===== config.mk =====
export PLATFORM = sky130hd
export DESIGN_NAME = legacy_sysctl_port
export DESIGN_NICKNAME = d
export VERILOG_FILES = /design/src/rtl/sysport_pkg.sv /design/src/rtl/sysport_ctlreg.sv /design/src/rtl/sysport_rst_seq.sv /design/src/rtl/legacy_sysctl_port.sv
export SDC_FILE = /design/constraint.sdc
export NUM_CORES = 1
export LEC_CHECK = 0
export BUFFER_PORTS_ARGS = -buffer_cell sky130_fd_sc_hd__buf_2
export CORE_UTILIZATION = 41
export CTS_CLUSTER_DIAMETER = 40
export DETAILED_ROUTE_END_ITERATION = 12
export PLACE_DENSITY = 0.63
export SYNTH_ARGS = -nofsm -noshare
export SYNTH_HDL_FRONTEND = slang
export SYNTH_SLANG_ARGS = --single-unit

===== constraint.sdc =====
create_clock -name clk -period 2.7 [get_ports clk]
set_input_delay 0 -clock clk [delete_from_list [all_inputs] [get_ports clk]]
set_output_delay 0 -clock clk [all_outputs]
set_load 0.05 [all_outputs]

===== src/rtl/sysport_pkg.sv =====
package sysport_pkg;

   typedef enum logic [1:0] {
      SEQ_IDLE  = 2'd0,
      SEQ_DELAY = 2'd1,
      SEQ_PULSE = 2'd2
   } seq_state_e;

   typedef struct packed {
      logic a20;
      logic req;
   } ctl_bits_t;

endpackage


===== src/rtl/sysport_ctlreg.sv =====
module sysport_ctlreg
   import sysport_pkg::*;
#(
   parameter int DATA_W = 8
) (
   input  logic              clk,
   input  logic              rst_n,
   input  logic              port_en,
   input  logic              io_sel,
   input  logic              io_wr,
   input  logic              io_rd,
   input  logic [DATA_W-1:0] io_wdata,
   output logic [DATA_W-1:0] io_rdata,
   output ctl_bits_t         bits,
   output logic              start_req
);

   localparam int PAD_W = DATA_W - 2;


   generate
      if (DATA_W < 3) begin : g_bad_width
         $error("sysport_ctlreg: DATA_W must be at least 3");
      end
   endgenerate

   logic wr_acc;
   logic rd_acc;

   assign wr_acc = port_en & io_sel & io_wr;
   assign rd_acc = port_en & io_sel & io_rd;

   always_ff @(posedge clk or negedge rst_n) begin
      if (!rst_n) begin
         bits <= '0;
      end else if (wr_acc) begin
         bits.a20 <= io_wdata[1];
         bits.req <= io_wdata[0];
      end
   end

   assign start_req = wr_acc & io_wdata[0];

   assign io_rdata = rd_acc ? {{PAD_W{1'b0}}, bits.a20, bits.req} : '0;


   always @(posedge clk) begin
      if (!rst_n) begin
         reset_clear_chk: assert (bits == '0)
            else $error("control bits not clear in reset");
      end
   end


   wr_store_chk: assert property (@(posedge clk) disable iff (!rst_n)
      wr_acc |=> (bits.a20 == $past(io_wdata[1])) && (bits.req == $past(io_wdata[0])))
      else $error("accepted write not stored");


   dis_ignore_chk: assert property (@(posedge clk) disable iff (!rst_n)
      (!port_en) |=> $stable(bits))
      else $error("bits changed while port disabled");

endmodule


===== src/rtl/sysport_rst_seq.sv =====
module sysport_rst_seq
   import sysport_pkg::*;
#(
   parameter int DELAY_CYC = 1750,
   parameter int PULSE_CYC = 750
) (
   input  logic clk,
   input  logic rst_n,
   input  logic start,
   output logic alt_rst_n,
   output logic busy
);

   localparam int MAX_CYC = (DELAY_CYC > PULSE_CYC) ? DELAY_CYC : PULSE_CYC;
   localparam int CNT_W   = $clog2(MAX_CYC + 1);
   localparam logic [CNT_W-1:0] DELAY_LOAD = CNT_W'(DELAY_CYC - 1);
   localparam logic [CNT_W-1:0] PULSE_LOAD = CNT_W'(PULSE_CYC - 1);


   generate
      if (DELAY_CYC < 1) begin : g_bad_delay
         $error("sysport_rst_seq: DELAY_CYC must be at least 1");
      end
      if (PULSE_CYC < 1) begin : g_bad_pulse
         $error("sysport_rst_seq: PULSE_CYC must be at least 1");
      end
   endgenerate

   seq_state_e        state;
   logic [CNT_W-1:0]  cnt;

   always_ff @(posedge clk or negedge rst_n) begin
      if (!rst_n) begin
         state <= SEQ_IDLE;
         cnt   <= '0;
      end else begin
         unique case (state)
            SEQ_IDLE: begin
               if (start) begin
                  state <= SEQ_DELAY;
                  cnt   <= DELAY_LOAD;
               end
            end
            SEQ_DELAY: begin
               if (cnt == '0) begin
                  state <= SEQ_PULSE;
                  cnt   <= PULSE_LOAD;
               end else begin
                  cnt <= cnt - 1'b1;
               end
            end
            SEQ_PULSE: begin
               if (cnt == '0) begin
                  state <= SEQ_IDLE;
               end else begin
                  cnt <= cnt - 1'b1;
               end
            end
            default: begin
               state <= SEQ_IDLE;
               cnt   <= '0;
            end
         endcase
      end
   end

   assign busy      = (state != SEQ_IDLE);
   assign alt_rst_n = (state != SEQ_PULSE);


   idle_hold_chk: assert property (@(posedge clk) disable iff (!rst_n)
      (state == SEQ_IDLE && !start) |=> (state == SEQ_IDLE))
      else $error("sequencer left idle without a start");


   pulse_exit_chk: assert property (@(posedge clk) disable iff (!rst_n)
      (state == SEQ_PULSE) |=> (state == SEQ_PULSE || state == SEQ_IDLE))
      else $error("pulse phase left to a wrong state");


   no_restart_chk: assert property (@(posedge clk) disable iff (!rst_n)
      (state == SEQ_DELAY && cnt != '0) |=> (state == SEQ_DELAY && cnt == $past(cnt) - 1'b1))
      else $error("delay phase disturbed");

endmodule


===== src/rtl/legacy_sysctl_port.sv =====
module legacy_sysctl_port
   import sysport_pkg::*;
#(
   parameter int DATA_W   = 8,
   parameter int CLK_MHZ  = 125,
   parameter int DELAY_US = 14,
   parameter int PULSE_US = 6
) (
   input  logic              clk,
   input  logic              rst_n,
   input  logic              port_en,
   input  logic              io_sel,
   input  logic              io_wr,
   input  logic              io_rd,
   input  logic [DATA_W-1:0] io_wdata,
   output logic [DATA_W-1:0] io_rdata,
   input  logic              kbc_a20_gate,
   input  logic              kbc_rst_n,
   output logic              cpu_a20_out,
   output logic              kbd_rst_n
);

   localparam int DELAY_CYC = CLK_MHZ * DELAY_US;
   localparam int PULSE_CYC = CLK_MHZ * PULSE_US;


   generate
      if (CLK_MHZ < 1) begin : g_bad_clk
         $error("legacy_sysctl_port: CLK_MHZ must be at least 1");
      end
   endgenerate

   ctl_bits_t bits;
   logic      start_req;
   logic      alt_rst_n;
   logic      seq_busy;

   sysport_ctlreg #(
      .DATA_W (DATA_W)
   ) u_ctlreg (
      .clk       (clk),
      .rst_n     (rst_n),
      .port_en   (port_en),
      .io_sel    (io_sel),
      .io_wr     (io_wr),
      .io_rd     (io_rd),
      .io_wdata  (io_wdata),
      .io_rdata  (io_rdata),
      .bits      (bits),
      .start_req (start_req)
   );

   sysport_rst_seq #(
      .DELAY_CYC (DELAY_CYC),
      .PULSE_CYC (PULSE_CYC)
   ) u_rst_seq (
      .clk       (clk),
      .rst_n     (rst_n),
      .start     (start_req),
      .alt_rst_n (alt_rst_n),
      .busy      (seq_busy)
   );

   assign cpu_a20_out = bits.a20 | kbc_a20_gate;
   assign kbd_rst_n   = kbc_rst_n & alt_rst_n;


   a20_force_chk: assert property (@(posedge clk) disable iff (!rst_n)
      bits.a20 |-> cpu_a20_out)
      else $error("A20 output low while stored bit high");


   idle_rst_chk: assert property (@(posedge clk) disable iff (!rst_n)
      (!seq_busy && kbc_rst_n) |-> kbd_rst_n)
      else $error("reset output low with no source");

endmodule


* Word level (Yosys, flattened, before mapping)
Index checks and enable logic that the tools add are counted.
Widths: inputs -> output; s select.
** Storage, ports and cells
- Flip-flop bits (word level) :: 15
- Input bits :: 16
- Output and inout bits :: 10
- Logic and storage cells :: 31
** Cells by class
- $add $sub $neg :: 1
- Equal/unequal tests :: 7
- Muxes and demuxes :: 9
- Bitwise operators :: 6
- Reductions and logical operators :: 4
** Operators by type and width (number)
- $mux 11 :: 3
- $pmux 11 s3 :: 1
- $logic_not 11->1 :: 1
- $sub 11x1->11 const B :: 1
- $mux 2 :: 4
- $ne 2x2->1 const B :: 3
- $pmux 2 s3 :: 1
- $and 1x1->1 :: 5
- $ne 2x1->1 const B :: 2
- $reduce_and 3->1 :: 1
- $eq 2x1->1 const B :: 1
- $eq 2x2->1 const B :: 1
- $logic_not 2->1 :: 1
- $reduce_and 2->1 :: 1
- $or 1x1->1 :: 1

* Logic depth before layout (Yosys ltp)
Gate-level depths: netlist (run 1).
- Depth in word-level cells :: 5
- Mapped depth :: 7
- Gate-level depth less buffers :: 6

* Hierarchy
A second synthesis (run 1) with hierarchy kept.
** Second synthesis, totals
- Cells, all modules :: 124
- Area, all modules :: 1142.3 um2
** Modules (own cells, without submodules)
- sysport_rst_seq :: instances 1, cells an instance 107, area each 967.2 um2, seq. area each 325.3 um2
- sysport_ctlreg :: instances 1, cells an instance 15, area each 162.7 um2, seq. area each 50.0 um2
- legacy_sysctl_port :: instances 1, cells an instance 2, area each 12.5 um2, seq. area each 0.0 um2

* Worst setup path before layout (run 1)
No wires, ideal clock.
- Path kind :: reg-to-reg
- Start point :: reg u_rst_seq.cnt[2]
- End point :: reg u_rst_seq.cnt[9]
- Setup time :: 0.087 ns
- Data arrival time :: 1.855 ns
- Data required time :: 2.613 ns
- Slack :: 0.759 ns
- Stages on the path, launching flop included :: 6
- Clock period less this slack :: 1.941 ns
- Path through :: dfrtp_1 > or4_1 > buf_2 > or4_1 > a32o_1 > a211oi_2
** Between the ends
- Word-level cells in the longest chain between the ends :: 3
- Elaborated cells between the ends (all ways) :: 7
- Those cells by class :: 1 x add/sub; 1 x eq/ne; 3 x mux; 2 x reduce/logical
** RTL lines
- start: declaration :: line sysport_rst_seq.sv:30 : logic [CNT_W-1:0] cnt;
- start signal: assignment :: line sysport_rst_seq.sv:49 : cnt <= cnt - 1'b1;
- start signal: assignment :: line sysport_rst_seq.sv:56 : cnt <= cnt - 1'b1;
- $sub 11x1->11 / $logic_not 11->1 (equally long branches)
- $mux 11, or another cell as far along :: line sysport_rst_seq.sv:53 : if (cnt == '0) begin
- $pmux 11 s3 / $reduce_and 2->1 (equally long branches)
Several ways; a longest one is shown, not always the timed one. The select of a mux whose other input is x is not followed.
A chain may end at the register's enable or synchronous reset.

* Final worst setup path (run 1)
Ends and elaborated chain as after synthesis.

==> results of run 1 <==
-- worst paths after layout --
kind | startpoint | end | slack [ns] | depth (start not counted)
setup / recovery | u_rst_seq.cnt[2]$_DFFE_PN0P_ | u_rst_seq.cnt[9]$_DFFE_PN0P_ | 0.56 | 4
max in group asynchronous | rst_n | u_ctlreg.bits[0]$_DFFE_PN0P_ | 2.29 | 2
hold reg to reg | u_ctlreg.bits[0]$_DFFE_PN0P_ | u_ctlreg.bits[0]$_DFFE_PN0P_ | 0.50 | 2
setup reg to reg | u_rst_seq.cnt[2]$_DFFE_PN0P_ | u_rst_seq.cnt[9]$_DFFE_PN0P_ | 0.56 | 4
hold / removal | io_wr | u_ctlreg.bits[0]$_DFFE_PN0P_ | 0.06 | 4
min in group asynchronous | rst_n | u_rst_seq.cnt[7]$_DFFE_PN0P_ | 0.13 | 2
-- cell type report --
| type | count | area, um2 |
|---|---|---|
| clock buffers | 4 | 26.3 |
| fillers | 229 | 1290 |
| inverters | 7 | 26.3 |
| multi-input cells | 102 | 647 |
| flip-flops and latches | 15 | 375 |
| well taps | 30 | 37.5 |
| repair buffers | 17 | 100 |
-- routing by layer --
layer,up-vias,share of wire (%),routed length [um],global-route usage [%]
met4,0,1.1,30,5.70
met5,-,0,0,0
met1,504,45,1210,30.1
met2,40,47,1260,31.9
li1,511,-,-,-
met3,6,6.7,180,5.37
-- where the power goes --
group	internal, mW	total, mW	switching (mW)
clock	0.0574	0.138	0.0803
sequential	0.230	0.233	0.00326
combinational	0.0148	0.0589	0.0441
total	0.302	0.430	0.128
-- worst reg2reg max path: stages (launching register included) --
cell      delay (ns)
dfrtp_1         0.46
or4_1           0.66
or4_1           0.46
a32o_1          0.28
a211oi_2        0.21
-- registers in the layout, indices dropped and copies added, names as in the netlist --
name	count
u_rst_seq.cnt	11
u_ctlreg.bits	2
u_rst_seq.state	2
-- through the flow --
step,std cells,setup WS [ns],instance area (um2),power (mW)
floorplan,137,0.759,1120,0.284
global placement,169,0.633,1170,0.293
detailed placement,169,0.568,1170,0.294
CTS,175,0.554,1210,0.429
global route,175,0.407,1210,0.449
finish,175,0.562,1210,0.430
-- cell usage after synthesis, drive strengths merged (2+ instances only) --
cell type / count
a2111oi: 2
a311oi: 2
o31ai: 3
mux2: 2
a21oi: 12
a211oi: 3
clkbuf: 6
or4: 2
inv: 7
and4: 2
nand2: 7
and2: 3
or2: 3
o22ai: 4
nand3: 2
buf: 7
ha: 2
o21ai: 7
nor3: 7
nor3b: 2
nor2: 6
nor2b: 2
dfrtp: 15
nand2b: 2
xnor2: 2
nor4: 3
or3: 3
-- timing repair --
action | 4_1_cts | 5_1_grt
endpoints found under the hold margin | 16 | 0
setup endpoints to repair | 0 | 0
setup buffers | 0 | 0
hold buffers | 2 | 0
-- placed cells by master, fill, tap and decap left out, types with 3 or more instances in the layout --
cell / synthesis / routed
dfrtp_1: 15 / 15
o22ai_1: 4 / 4
buf_2: 1 / 13
nor4_1: 3 / 3
nor2_1: 6 / 6
nand2_1: 7 / 7
nor3_1: 7 / 7
o21ai_0: 5 / 5
a21oi_1: 12 / 12
conb_1: 1 / 6
or3_1: 3 / 3
clkbuf_4: 0 / 3
o31ai_1: 3 / 3
inv_1: 7 / 7
and2_1: 3 / 3
-- cells by family after synthesis --
logic type | synth area share (%)
other cells | 0.340
fa+ha+maj | 3.18
simple gates | 24.7
xor+xnor | 1.59
mux | 2.95
buf+inv | 8.97
flops | 34.1
compound gates | 24.2
==> flow_summary_export.csv, run 1 <==
group,metric,value,unit
timing,timing.final.crit_share,79.2,%
die,pin_count,26,
die,initial_core_util,44.1,%
grt,grt-ovfl-total,0,
clocking,post_cts_resize_count,0,
finish,final_layout_size_suffix_gt1_share,15.9,%
drt,first_pass_iters,4,
clocking,clock_tree.htree_level_count,1,
setup_path,cp_common_cell,"or4_1",
finish,final_core_utilization,48.5,%
yosys,mappedNetlistArea,1100,um2
yosys,synth_top_area_share,34.1,%
yosys,synth_edf_count,0,
clocking,numCtsBuffers,3,
yosys,synth.largest_area_cell,"dfrtp_1",
timing,clock.fmax,468,MHz
finish,layout-area-overhead-vs-synth,9.99,%
timing,grt_setup_unrepaired,"false",
timing,fin_setup_tns,0,ns
die,die-area,2900,um2
clocking,clkSinkCount,15,
setup_path,worstPathBufferInverterCount,0,
yosys,synth-warning-count,0,
pwr,p_leak,0.513,nW
placement,place.gp.congestion,0.901,
drt,dr.first_iter.drc_count,29,
yosys,synthCells,132,
clocking,clk_path_buf_depth,2,
drt,num_vias,1061,
timing,fin_hold_ws,0.0613,ns
timing,setup_viol,0,
timing,tightestPinTransition,0.537,ns
drt,routed_wire_length_per_instance,15.4,um
setup_path,path_class,"reg -> reg",
setup_path,launching_element_type_of_the_critical_path,"flop",
drt,drt.antenna.violating_nets,0,
setup_path,cell_class_contributing_the_biggest_share_of_worst_path_delay,"simple AND/OR/NAND/NOR gates",
yosys,synth-seq-area-share,34.1,%
grt,globalRouteTotalUtil,21.3,%
finish,nets,164,
yosys,ys.flop_type,"dfrtp_1",
grt,grt_pass1_wl,4.37,mm
min_path,worst_hold_path_type,"in -> reg",
job,max_cap_viol_count,0,
timing,timing.final.crit_period,2.14,ns
clocking,cts_tree,"yes",
clocking,worstSkewPairLatency,0.29,ns
clocking,clkSlewWorstSetupHoldPaths,0.11,ns
setup_path,path_cells,"or4_1 > or4_1 > a32o_1 > a211oi_2",
timing,fin_worst_skew,0.0141,ns
drt,wl,2.69,mm
yosys,synthesis.area_per_instance,8.35,um2
yosys,synth_cell_types,45,
die,num_rows,18,
setup_path,endpoint_kind,"flop",
placement,io_buffer_count,13,
grt,largest_net_degree_at_the_start_of_global_routing,17,
finish,antenna_cells_inserted,0,
timing,max-slew-margin-rel,64.2,%
setup_path,cp.required,2.92,ns
grt,grt_pass1_vias,892,
yosys,synth_area_leaders,"dfrtp_1 (34%), a21oi_1 (5.4%), buf_4 (4.1%), nor3_1 (3.2%), inv_1 (2.4%)",
drt,detail_route.drc_violations,0,
setup_path,critical-path-max-stage-delay,0.66,ns
drt,viasPerCell,6.06,
yosys,synth_async_sr_flop_share,100,%
pwr,vdd_ir_drop_max,0.285,mV
die,design.core.area,2500,um2
timing,report.final.hold_viol_count,0,
yosys,postSynthRegisterBits,15,
placement,detailed_place_hpwl,1.94,mm
outcome,status,"finished clean",
timing,report.final.slew_viol_count,0,
die,die_h,53.9,um
setup_path,slowest_stage,"or4_1",
setup_path,timing.critical_path.fanout_max,8,
grt,number_of_antenna_violations_at_the_first_check_in_global_routing,0,
die,die_w,53.9,um
pwr,power.density_cell_area,354,nW/um2
setup_path,crit_arrival,2.36,ns
clocking,library_cell_used_as_clock_root_buffer,"clkbuf_4",
Power figures use the tool's default switching activity.
==> inputs of run 2 (changes only) <==
- clock period: 2.7 -> 2.22 ns (I/O delays scaled with it)
==> run 2 against run 1 <==
Routed wire length is the same. Total power grew 20%. Register-to-register slack lost 0.39 ns. Sequential power grew 21%. Sequential share of layout area shrank 0.84 points. Clock power grew 17%. Setup slack lost 0.39 ns. Maximum frequency grew 4.5%. Utilization grew 1.4 points. Critical path type unchanged.
==> flow_summary_export.csv, run 2 (synthesis gave the netlist of run 1 again) <==
group,metric,value,unit
outcome,status,"finished clean",
placement,dpl.cell_count,173,
finish,layout-area-overhead-vs-synth,13.1,%
clocking,library_cell_used_as_clock_root_buffer,"clkbuf_4",
setup_path,slowest_stage,"a2111oi_0",
die,die_h,53.9,um
timing,timing.final.crit_share,92.2,%
die,die-area,2900,um2
timing,grt_setup_unrepaired,"false",
finish,mostFrequentLayoutCells,"dfrtp_1 (15), buf_2 (13), a21oi_1 (12)",
min_path,worst_hold_path_type,"in -> reg",
pwr,share_comb_of_total_power,13.9,%
clocking,clk_path_buf_depth,2,
grt,number_of_antenna_violations_at_the_first_check_in_global_routing,0,
drt,num_vias,1059,
grt,grt_pass1_wl,4.35,mm
timing,report.final.slew_viol_count,0,
timing,timing.final.crit_period,2.05,ns
drt,first_pass_iters,4,
job,max_cap_viol_count,0,
finish,multi_input_area,649,um2
clocking,clkSinkCount,15,
clocking,numCtsBuffers,3,
grt,grt-ovfl-total,0,
setup_path,setup.worst_path.start,"u_rst_seq.cnt[1]$_DFFE_PN0P_",
pwr,vdd_ir_drop_max,0.288,mV
setup_path,worst-r2r-cell-count,6,
drt,routed_wire_length_per_instance,15.0,um
pwr,p_leak,0.536,nW
placement,detailed_place_hpwl,2.00,mm
pwr,power.internal,0.364,mW
finish,max_flop_register,"u_rst_seq.cnt",
pwr,switching_fraction_of_total_power,29.5,%
clocking,post_cts.repair.setup_buffers,0,
placement,detailed_place.area,1200,um2
placement,io_buffer_count,13,
clocking,clock_tree.htree_level_count,1,
drt,viasPerCell,5.92,
die,design.core.area,2500,um2
setup_path,path_class,"reg -> reg",
timing,report.final.hold_viol_count,0,
drt,dr.first_iter.drc_count,32,
finish,fin_cells,179,
die,initial_core_util,44.1,%
grt,largest_net_degree_at_the_start_of_global_routing,17,
setup_path,launching_element_type_of_the_critical_path,"flop",
setup_path,crit_arrival,2.26,ns
drt,detail_route.drc_violations,0,
clocking,cts_tree,"yes",
finish,nets,168,
clocking,worstSkewPairLatency,0.28,ns
setup_path,endpoint_kind,"flop",
finish,fillerInstances,234,
pwr,power.density_cell_area,414,nW/um2
timing,clock.fmax,489,MHz
grt,grt_pass1_vias,923,
finish,final_core_utilization,49.8,%
setup_path,reg2reg_from,"u_rst_seq.cnt[1]$_DFFE_PN0P_",
die,pin_count,26,
pwr,design_power_total,0.516,mW
setup_path,critical-path-max-stage-delay,0.48,ns
setup_path,reg_to_reg_endpoint,"u_rst_seq.cnt[10]$_DFFE_PN0P_",
drt,drt.antenna.violating_nets,0,
setup_path,path_cells,"inv_1 > ha_1 > or3b_4 > a2111oi_0 > a21oi_1 > o21ai_1",
finish,final_design_area_no_fill,1250,um2
finish,largest_reg_flops,11,
grt,globalRouteTotalUtil,20.6,%
finish,antenna_cells_inserted,0,
die,num_rows,18,
pwr,power.switching,0.152,mW
setup_path,rrSetupSlack,0.17,ns
setup_path,endpoint,"u_rst_seq.cnt[10]$_DFFE_PN0P_",
finish,final_layout_size_suffix_gt1_share,19.5,%
placement,place.gp.congestion,0.885,
timing,fin_setup_tns,0,ns
die,die_w,53.9,um
finish,area.sequential,375,um2
setup_path,cp.required,2.44,ns
pwr,seqPwrFrac,54.8,%
clocking,clkSlewWorstSetupHoldPaths,0.10,ns
timing,fin_worst_skew,0.00622,ns
finish,reg_top3,"u_rst_seq.cnt: 11 flops, u_ctlreg.bits: 2 flops, u_rst_seq.state: 2 flops",
drt,wl,2.69,mm
finish,mostFrequentLayoutCell,"dfrtp_1",
timing,setup_viol,0,
pwr,share_clk_of_total_power,31.3,%
setup_path,timing.critical_path.fanout_max,8,
==> run 2: worst max-delay path: cells and delay by family, from the launching register on <==
kind,cells,cell delay [ns]
AO/OA/AOI/OAI,3,0.76
AND/OR/NAND/NOR,1,0.46
flip-flops,1,0.40
adder cells (fa/ha/maj),1,0.25
buffers and inverters,1,0.12
==> run 2: repair_timing <==
action	in CTS	in global routing
setup endpoints to repair	0	1
hold buffers	2	0
resized for setup	0	1
hold endpoints to repair	16	0
==> run 2: how the worst min path moves through the flow <==
stage | start | end | slack (ns) | cells past startpoint
floorplan | rst_n | u_ctlreg.bits[0]$_DFFE_PN0P_ | -0.30 | 0
finish | io_wr | u_ctlreg.bits[0]$_DFFE_PN0P_ | 0.06 | 4
CTS | io_wr | u_ctlreg.bits[0]$_DFFE_PN0P_ | 0.05 | 4
detailed placement | rst_n | u_rst_seq.state[1]$_DFFE_PN0P_ | -0.07 | 1
global placement | rst_n | u_rst_seq.state[1]$_DFFE_PN0P_ | -0.07 | 1
global route | io_wr | u_ctlreg.bits[1]$_DFFE_PN0P_ | 0.10 | 3
==> run 2: metrics by stage <==
stage	worst slack [ns]	hold slack [ns]
final	0.174	0.0604
after global routing	0.0792	0.103
after CTS	0.154	0.0510
after detailed placement	0.184	-0.0678
after global placement	0.205	-0.0720
after floorplan	0.279	-0.296
==> run 2: metal layers <==
metal  global-route usage [%]  up-vias  share of wire, %
met1                     28.5      514                45
met2                     33.7       28                50
met4                     4.82        0              0.56
li1                         -      515                 -
met3                     2.82        2               4.7
met5                        0        -                 0
==> run 2: cell type report <==
cell class | instances | share of cell area [%]
clock buffer | 3 | 1.81
sequential | 15 | 30.1
tap | 30 | 3.01
timing repair buffer | 21 | 10.4
multi-input combinational | 102 | 52.1
clock inverter | 1 | 0.402
inverter | 7 | 2.11
==> run 2: power groups by stage <==
stage / sequential (mW) / clock [mW] / combinational [mW]
final: 0.283 / 0.162 / 0.0716
after global routing: 0.284 / 0.183 / 0.0779
after CTS: 0.283 / 0.166 / 0.0723
after detailed placement: 0.288 / 0 / 0.0696
after global placement: 0.288 / 0 / 0.0685
after floorplan: 0.287 / 0 / 0.0583
